### config.mk
export PLATFORM = sky130hd
export DESIGN_NAME = alu16_lcarry
export DESIGN_NICKNAME = d
export VERILOG_FILES = /design/src/rtl/alu16_pkg.sv /design/src/rtl/alu_fn_decode.sv /design/src/rtl/alu_slice.sv /design/src/rtl/alu16_lcarry.sv
export SDC_FILE = /design/constraint.sdc
export NUM_CORES = 1
export LEC_CHECK = 0
export ABC_CLOCK_PERIOD_IN_PS = 3700
export BUFFER_PORTS_ARGS = -buffer_cell sky130_fd_sc_hd__buf_2
export CELL_PAD_IN_SITES_DETAIL_PLACEMENT = 0
export CELL_PAD_IN_SITES_GLOBAL_PLACEMENT = 2
export CORE_UTILIZATION = 28
export DETAILED_ROUTE_END_ITERATION = 16
export PLACE_DENSITY_LB_ADDON = 0.1
export SLEW_MARGIN = 20
export SYNTH_ARGS = -nofsm -noshare
export SYNTH_HDL_FRONTEND = slang
export SYNTH_SLANG_ARGS = --single-unit
### constraint.sdc
create_clock -name clk -period 3.7 [get_ports clk]
set_input_delay 0.185 -clock clk [delete_from_list [all_inputs] [get_ports clk]]
set_output_delay 0.185 -clock clk [all_outputs]
set_load 0.01 [all_outputs]
### src/rtl/alu16_pkg.sv
package alu16_pkg;

    localparam int FN_W  = 4;
    localparam int SEL_W = 4;

    typedef enum logic [FN_W-1:0] {
        FN_PASS_A = 4'd0,
        FN_PASS_B = 4'd1,
        FN_AND    = 4'd2,
        FN_OR     = 4'd3,
        FN_XOR    = 4'd4,
        FN_ADD    = 4'd5,
        FN_ADD1   = 4'd6,
        FN_SUB    = 4'd7,
        FN_SUBM1  = 4'd8,
        FN_INC    = 4'd9,
        FN_DEC    = 4'd10,
        FN_ANDN   = 4'd11,
        FN_NOT_A  = 4'd12,
        FN_DBL    = 4'd13,
        FN_XNOR   = 4'd14,
        FN_ZERO   = 4'd15
    } alu_fn_e;

    typedef struct packed {
        logic [SEL_W-1:0] sel;
        logic             logic_mode;
        logic             cin_n;
    } slice_ctrl_t;

endpackage

### src/rtl/alu_fn_decode.sv
module alu_fn_decode
    import alu16_pkg::*;
(
    input  logic [FN_W-1:0] fn,
    output slice_ctrl_t     ctrl
);

    function automatic slice_ctrl_t mk(input logic [SEL_W-1:0] s,
                                       input logic m, input logic cn);
        slice_ctrl_t c;
        c.sel        = s;
        c.logic_mode = m;
        c.cin_n      = cn;
        return c;
    endfunction

    always_comb begin
        case (alu_fn_e'(fn))
            FN_PASS_A: ctrl = mk(4'b1111, 1'b1, 1'b1);
            FN_PASS_B: ctrl = mk(4'b1010, 1'b1, 1'b1);
            FN_AND:    ctrl = mk(4'b1011, 1'b1, 1'b1);
            FN_OR:     ctrl = mk(4'b1110, 1'b1, 1'b1);
            FN_XOR:    ctrl = mk(4'b0110, 1'b1, 1'b1);
            FN_ADD:    ctrl = mk(4'b1001, 1'b0, 1'b1);
            FN_ADD1:   ctrl = mk(4'b1001, 1'b0, 1'b0);
            FN_SUB:    ctrl = mk(4'b0110, 1'b0, 1'b0);
            FN_SUBM1:  ctrl = mk(4'b0110, 1'b0, 1'b1);
            FN_INC:    ctrl = mk(4'b0000, 1'b0, 1'b0);
            FN_DEC:    ctrl = mk(4'b1111, 1'b0, 1'b1);
            FN_ANDN:   ctrl = mk(4'b0111, 1'b1, 1'b1);
            FN_NOT_A:  ctrl = mk(4'b0000, 1'b1, 1'b1);
            FN_DBL:    ctrl = mk(4'b1100, 1'b0, 1'b1);
            FN_XNOR:   ctrl = mk(4'b1001, 1'b1, 1'b1);
            FN_ZERO:   ctrl = mk(4'b0011, 1'b1, 1'b1);
            default:   ctrl = mk(4'b0011, 1'b1, 1'b1);
        endcase
    end

endmodule

### src/rtl/alu_slice.sv
// One function slice: sixteen arithmetic and sixteen logic functions
// selected by sel/logic_mode; carry in and carry out are active low.
module alu_slice
    import alu16_pkg::*;
#(
    parameter int W = 4
) (
    input  logic [W-1:0]     a,
    input  logic [W-1:0]     b,
    input  logic [SEL_W-1:0] sel,
    input  logic             logic_mode,
    input  logic             cin_n,
    output logic [W-1:0]     f,
    output logic             cout_n
);

    logic [W-1:0] prop;   // first addend term, superset of gen
    logic [W-1:0] gen;    // second addend term
    logic [W-1:0] half;
    logic [W:0]   cy;     // active-high internal carries

    always_comb begin
        prop = a | (b & {W{sel[0]}}) | (~b & {W{sel[1]}});
        gen  = a & ((b & {W{sel[3]}}) | (~b & {W{sel[2]}}));
        half = prop ^ gen;
        cy[0] = ~cin_n;
        for (int i = 0; i < W; i++) begin
            cy[i+1] = gen[i] | (prop[i] & cy[i]);
        end
        f      = logic_mode ? ~half : (half ^ cy[W-1:0]);
        cout_n = ~cy[W];
    end

endmodule

### src/rtl/alu16_lcarry.sv
module alu16_lcarry
    import alu16_pkg::*;
#(
    parameter int WIDTH   = 16,
    parameter int SLICE_W = 4
) (
    input  logic             clk,
    input  logic             rst,
    input  logic [WIDTH-1:0] opnd_a,
    input  logic [WIDTH-1:0] opnd_b,
    input  logic [FN_W-1:0]  alu_fn,
    input  logic             load_l,
    output logic [WIDTH-1:0] alu_out,
    output logic             carry_q,
    output logic [WIDTH-1:0] result_q
);

    localparam int NSLICE = WIDTH / SLICE_W;

    typedef struct packed {
        logic             carry;
        logic [WIDTH-1:0] result;
    } state_t;

    slice_ctrl_t   ctrl;
    logic [NSLICE:0] carry_n;   // active-low ripple chain
    state_t        st_d, st_q;

    alu_fn_decode u_dec (
        .fn   (alu_fn),
        .ctrl (ctrl)
    );

    assign carry_n[0] = ctrl.cin_n;

    for (genvar k = 0; k < NSLICE; k++) begin : g_slice
        alu_slice #(.W(SLICE_W)) u_slice (
            .a          (opnd_a[k*SLICE_W +: SLICE_W]),
            .b          (opnd_b[k*SLICE_W +: SLICE_W]),
            .sel        (ctrl.sel),
            .logic_mode (ctrl.logic_mode),
            .cin_n      (carry_n[k]),
            .f          (alu_out[k*SLICE_W +: SLICE_W]),
            .cout_n     (carry_n[k+1])
        );
    end

    always_comb begin
        st_d = st_q;
        if (load_l) begin
            st_d.result = alu_out;
            st_d.carry  = ctrl.logic_mode ? 1'b0 : ~carry_n[NSLICE];
        end
    end

    always_ff @(posedge clk) begin
        if (rst) st_q <= '0;
        else     st_q <= st_d;
    end

    assign carry_q  = st_q.carry;
    assign result_q = st_q.result;

endmodule

; ---- Word-level counts from Yosys, hierarchy flattened
; Memories as Yosys holds them, arrays and structs flattened.
; Index checks and enable logic that the tools add are counted.
[word_totals]
register_bits = 17
mem_bits_ro = 96
output_inout_bits = 33
elab_cells = 89
n_memories = 1
[mem_list]
columns = name, depth, word_bits, read_ports, rd_clocked_by_memory_dff, write_ports, line
row1 = (name not given), 16, 6, 1, 0, 0, alu_fn_decode.sv:18  ; case (alu_fn_e'(fn))
[classes]
muxes = 5
bitwise = 81
[op_table]
columns = op, n
row1 = $and 4x4->4, 20
row2 = $or 4x4->4, 12
row3 = $not 4->4, 8
row4 = $xor 4x4->4, 8
row5 = $and 1x1->1, 16
row6 = $mux 4, 4
row7 = $or 1x1->1, 16
row8 = $mux 1, 1
row9 = $not 1->1, 1

; ---- Longest topological paths before layout
; An unclocked memory read counts as a cell.
[depth]
word_depth = 37
mapped_depth = 14
ltp_nobuf = 12

; ---- Modules after synthesis
; Synthesis repeated with hierarchy kept, for this count alone.
[hier_totals]
cells_unflattened = 277
area_unflattened_um2 = 2284.7
[modules_own_cells]
columns = module, n_inst, cells_per_inst, area_per_inst_um2, seq_area_each_um2
row1 = alu_slice, 4, 49, 370.4, 0.0
row2 = alu16_lcarry, 1, 56, 608.1, 340.3
row3 = alu_fn_decode, 1, 25, 195.2, 0.0

; ---- Worst setup path before layout
; No wires, ideal clock.
[synth_path]
kind = input to register
from = input port alu_fn[0]
to = register st_q (netlist bit result_q[15])
setup_time_ps = 127
arrival_ps = 2677
required_ps = 3573
path_slack_ps = 896
path_stages = 13
cell_sequence = inv_1 ha_1 and3b_1 buf_6 a31o_2 nor2_1 a211oi_1 or3_4 o211ai_4 a21oi_2 o32ai_4 nor4b_1 or3_1
[synth_between]
elab_chain_len = 36
word_cells_on_any_way = 68
[synth_lines]
columns = element, line
row1 = from (decl), alu16_lcarry.sv:11  ; input logic [FN_W-1:0] alu_fn,
row2 = $mem_v2 16x6 *, n/a
row3 = $and 4x4->4, alu_slice.sv:23  ; prop = a | (b & {W{sel[0]}}) | (~b & {W{sel[1]}});
row4 = $or 4x4->4 (2 in a row), alu_slice.sv:23
row5 = $and 1x1->1, alu_slice.sv:28  ; cy[i+1] = gen[i] | (prop[i] & cy[i]);
row6 = $or 1x1->1, alu_slice.sv:28
row7 = $and 1x1->1, alu_slice.sv:28
row8 = $or 1x1->1, alu_slice.sv:28
row9 = $and 1x1->1, alu_slice.sv:28
row10 = (+19 left out), n/a
row11 = $and 1x1->1, alu_slice.sv:28
row12 = $or 1x1->1, alu_slice.sv:28
row13 = $and 1x1->1, alu_slice.sv:28
row14 = $or 1x1->1, alu_slice.sv:28
row15 = $and 1x1->1, alu_slice.sv:28
row16 = $or 1x1->1, alu_slice.sv:28
row17 = $xor 4x4->4, alu_slice.sv:30  ; f = logic_mode ? ~half : (half ^ cy[W-1:0]);
row18 = $mux 4 *, alu_slice.sv:30
row19 = to (signal assigned), alu16_lcarry.sv:58  ; else st_q <= st_d;
row20 = to (decl), alu16_lcarry.sv:27  ; state_t st_d, st_q;
; Mark *: on every way between the ends. The rest lies on a longest branch, timed or not.
; A chain may end at the register's enable or synchronous reset.

; ---- Worst setup path after layout
[layout_path]
from = input port alu_fn[1]
to = output port alu_out[15]
[layout_between]
elab_chain_len = 36
word_cells_on_any_way = 68
[layout_lines]
columns = element, line
row1 = $mem_v2 16x6 *, n/a
row2 = $and 4x4->4, alu_slice.sv:23
row3 = $or 4x4->4 (2 in a row), alu_slice.sv:23
row4 = $and 1x1->1, alu_slice.sv:28
row5 = $or 1x1->1, alu_slice.sv:28
row6 = $and 1x1->1, alu_slice.sv:28
row7 = $or 1x1->1, alu_slice.sv:28
row8 = $and 1x1->1, alu_slice.sv:28
row9 = (+19 left out), n/a
row10 = $and 1x1->1, alu_slice.sv:28
row11 = $or 1x1->1, alu_slice.sv:28
row12 = $and 1x1->1, alu_slice.sv:28
row13 = $or 1x1->1, alu_slice.sv:28
row14 = $and 1x1->1, alu_slice.sv:28
row15 = $or 1x1->1, alu_slice.sv:28
row16 = $xor 4x4->4, alu_slice.sv:30
row17 = $mux 4 *, alu_slice.sv:30
row18 = to (decl), alu16_lcarry.sv:13  ; output logic [WIDTH-1:0] alu_out,
; Marks and branches as above.

==> results.md <==
- Post-DP Area: 2640 µm²
- Slew HR: 0.6143
- Placed insts: 446
- Inserted Diodes: 0
- Core area: 7447 µm²
- Drt initial violations: 67
- CTS Buffer Depth: 2
- Pwr dens: 315.2 nW/µm²
- Largest net degree at the start of global routing: 27
- Post-synth top cells: nand2_1 (29), nor2_1 (29), o21ai_0 (19)
- CTS tree: yes
- Kind of critical path: in2out
- CP dominant cell by count: buf_2
- Routed length on met1: 3.318 mm
- Crit path max-delay cell type: nor4b_1
- Clk slew on worst S/H paths: 0.07 ns
- Netlist cell types: 62
- H-Tree Depth: 1
- Leakage power: 1.164 nW
- CP Data Required Time: 3.51 ns
- Nets: 395
- Peak VDD IR: 0.0001290 V
- Worst-margin pin slew: 0.5786 ns
- Area of the multi-input gates: 1708 µm²
- CTS Hold Bufs: 0
- Global-route wire length before repair: 11.79 mm
- Clock Sink Count: 17
- Mapped Cells: 284
- Post-layout util: 0.3607
- Yosys top cell area share: 0.1544
- DRC Markers: 0
- Worst Path Arrival: 3.19 ns
- Endpoints failing setup: 0
- Register area: 340.3 µm²
- Area Overhead vs Synth: 21.85%
- FP Rows: 31
- Max Fclk: 0.2963 GHz
- Worst path cell trace: buf_2 > inv_1 > ha_1 > and2b_1 > nor4b_1 > o31ai_2 > a311oi_2 > o21ai_2 > o211ai_4 > a21oi_2 > o32ai_4 > nor2_1 > xnor2_1 > buf_2
- Die Span X: 90.74 µm
- Buf/Inv on CP: 3
- Status: finished, final reports clean
- Final Hold Viols: 0
- Yosys reg bits: 17
- Initial core utilization: 0.2960
- # resized after CTS: 0
- Remaining global-route overflow: 0
- I/O pin cnt: 72
- Cell area after layout: 2686 µm²
- Setup tns final: 0 ns
- Die Height: 90.74 µm
- Total global-route track usage: 0.1797
- Syn Nets: 327
- IO Port Bufs: 71
- Worst-Skew Late Latency: 0.26 ns
- Met3 WL: 267 µm
- Via Count: 2318
- Postcts setup bufs: 0
- Share of layout cells above drive strength 1: 0.3162
- Top delay family on crit path: compound AO/OA/AOI/OAI gates
- RSZ-0062 raised after global routing: no
- Initial antenna violation count: 0
- Sequential fraction of the synthesis area: 0.1544
- Max-cap violations: 0
- Crit path capture type: output port
- Max Transition Viols Final: 0
- Final-layout fill cell count: 847
- Worst-path maximum fanout: 7
- Dominant cells by area after synthesis: dfxtp_1 (15%), mux2i_1 (5.4%), nand2_1 (4.9%), nor2_1 (4.9%), xnor2_1 (4.4%)
- Min Tclk post-route: 3.375 ns
- DR vias/cell: 5.151
- Clk root buf: clkbuf_8
- Worst Skew: 0 ns
- Ys async rst share: 0
- Pre-Repair DR Iteration Count: 5
- Final worst-path cycle share: 0.9120
- CP max stage delay: 0.47 ns
- Post-DP HPWL: 5.674 mm
- Die ar.: 8233 µm²
- Ys Warns: 0
- Cell taking the most area after synthesis: dfxtp_1
- WL/cell: 15.94 µm
- Mean Syn Cell Area: 7.763 µm²
- Max layer used: met4
- Total CTS buffers: 3
- Final weighted congestion of routability-driven global placement: 0.7670
- Startpoint Class: primary input
- Total routed wirelength: 7.175 mm
- Finished Layout Cells: 450
- DRT antenna net count: 0
- Number of global-route vias before repair: 2214
- EDFF count, synth: 0
- Synth Flop Type: dfxtp_1
- Met2 wire len: 3.538 mm
- HP Class: in2reg
- Mapped cell area: 2205 µm²
[worst paths after layout]
check / slack (ns) / startpoint / cells after the start / to
max reg2reg: 2.83 / result_q[15]$_SDFFE_PP0P_ / 3 / result_q[15]$_SDFFE_PP0P_
min: 0.25 / opnd_a[15] / 3 / carry_q$_SDFFE_PP0P_
min reg2reg: 0.49 / result_q[9]$_SDFFE_PP0P_ / 2 / result_q[9]$_SDFFE_PP0P_
max: 0.33 / alu_fn[1] / 14 / alu_out[15]
[report_power, final]
group	internal (mW)	total, mW	leakage [nW]	switching (mW)
logic	0.205	0.492	0.998	0.287
clock network	0.0748	0.140	0.0255	0.0655
registers	0.205	0.215	0.140	0.00949
[area by class of cell]
class	instances	area share
clock buffers	3	0.01537
clock inverters	1	0.001863
inverters	12	0.01677
multi-input cells	238	0.6358
flip-flops and latches	17	0.1267
well taps	99	0.04611
repair buffers	80	0.1574
[logic make-up (layout without fill, tap and decap cells)]
group           Yosys count  in the layout  synth area share
compound gates           97             97            0.3456
xor+xnor                 16             16           0.06356
fa+ha+maj                 4              4           0.02270
buf+inv                  29             96           0.07094
flops                    17             17            0.1544
mux                      16             16           0.09024
simple gates            105            105            0.2526
[layout by cell type (no fill, tap or decap), types with 3 or more instances in the layout]
| cell | synthesis | routed |
|---|---|---|
| a211oi_1 | 10 | 10 |
| nand2_1 | 29 | 29 |
| a211o_1 | 3 | 3 |
| mux4_2 | 3 | 3 |
| mux2i_1 | 12 | 12 |
| nor2_1 | 29 | 29 |
| clkbuf_8 | 0 | 3 |
| buf_4 | 2 | 9 |
| nor2b_1 | 5 | 5 |
| o21ai_1 | 3 | 3 |
| xnor2_1 | 11 | 11 |
| a21oi_1 | 15 | 15 |
| nand2b_1 | 8 | 8 |
| nor3_1 | 5 | 5 |
| xor2_1 | 5 | 5 |
| nor3b_1 | 8 | 8 |
| and2_1 | 3 | 3 |
| dfxtp_1 | 17 | 17 |
| inv_1 | 12 | 12 |
| a211oi_2 | 3 | 3 |
| a311oi_1 | 10 | 10 |
| a31oi_1 | 5 | 5 |
| ha_1 | 4 | 4 |
| buf_2 | 2 | 71 |
| a311oi_2 | 4 | 4 |
| nand3b_1 | 3 | 3 |
| o21ai_0 | 19 | 19 |
[state kept, by name, summed over array words and instances (netlist names)]
| signal | cells |
|---|---|
| result_q | 16 |
| carry_q | 1 |
[routing by layer]
layer,vias to the layer above,global-route usage
met1,1068,0.2302
li1,1191,-
met5,-,0
met3,4,0.02441
met2,55,0.3201
met4,0,0.03226
[worst register-to-register path, stage by stage (launching register included)]
cell and delay [ns]:
dfxtp_1 0.31, nand2b_1 0.07, o32ai_1 0.07, or3_1 0.31
[stage by stage]
step	hold slack (ns)	setup slack, ns	total power, mW
floorplan	0.3748	0.8963	0.5477
global placement	0.4714	0.3773	0.7187
detailed placement	0.4783	0.3401	0.7171
CTS	0.2458	0.3337	0.8644
global route	0.2847	0.1452	0.9200
finish	0.2513	0.3255	0.8468
Note: power is estimated with default switching activity, not from simulation.
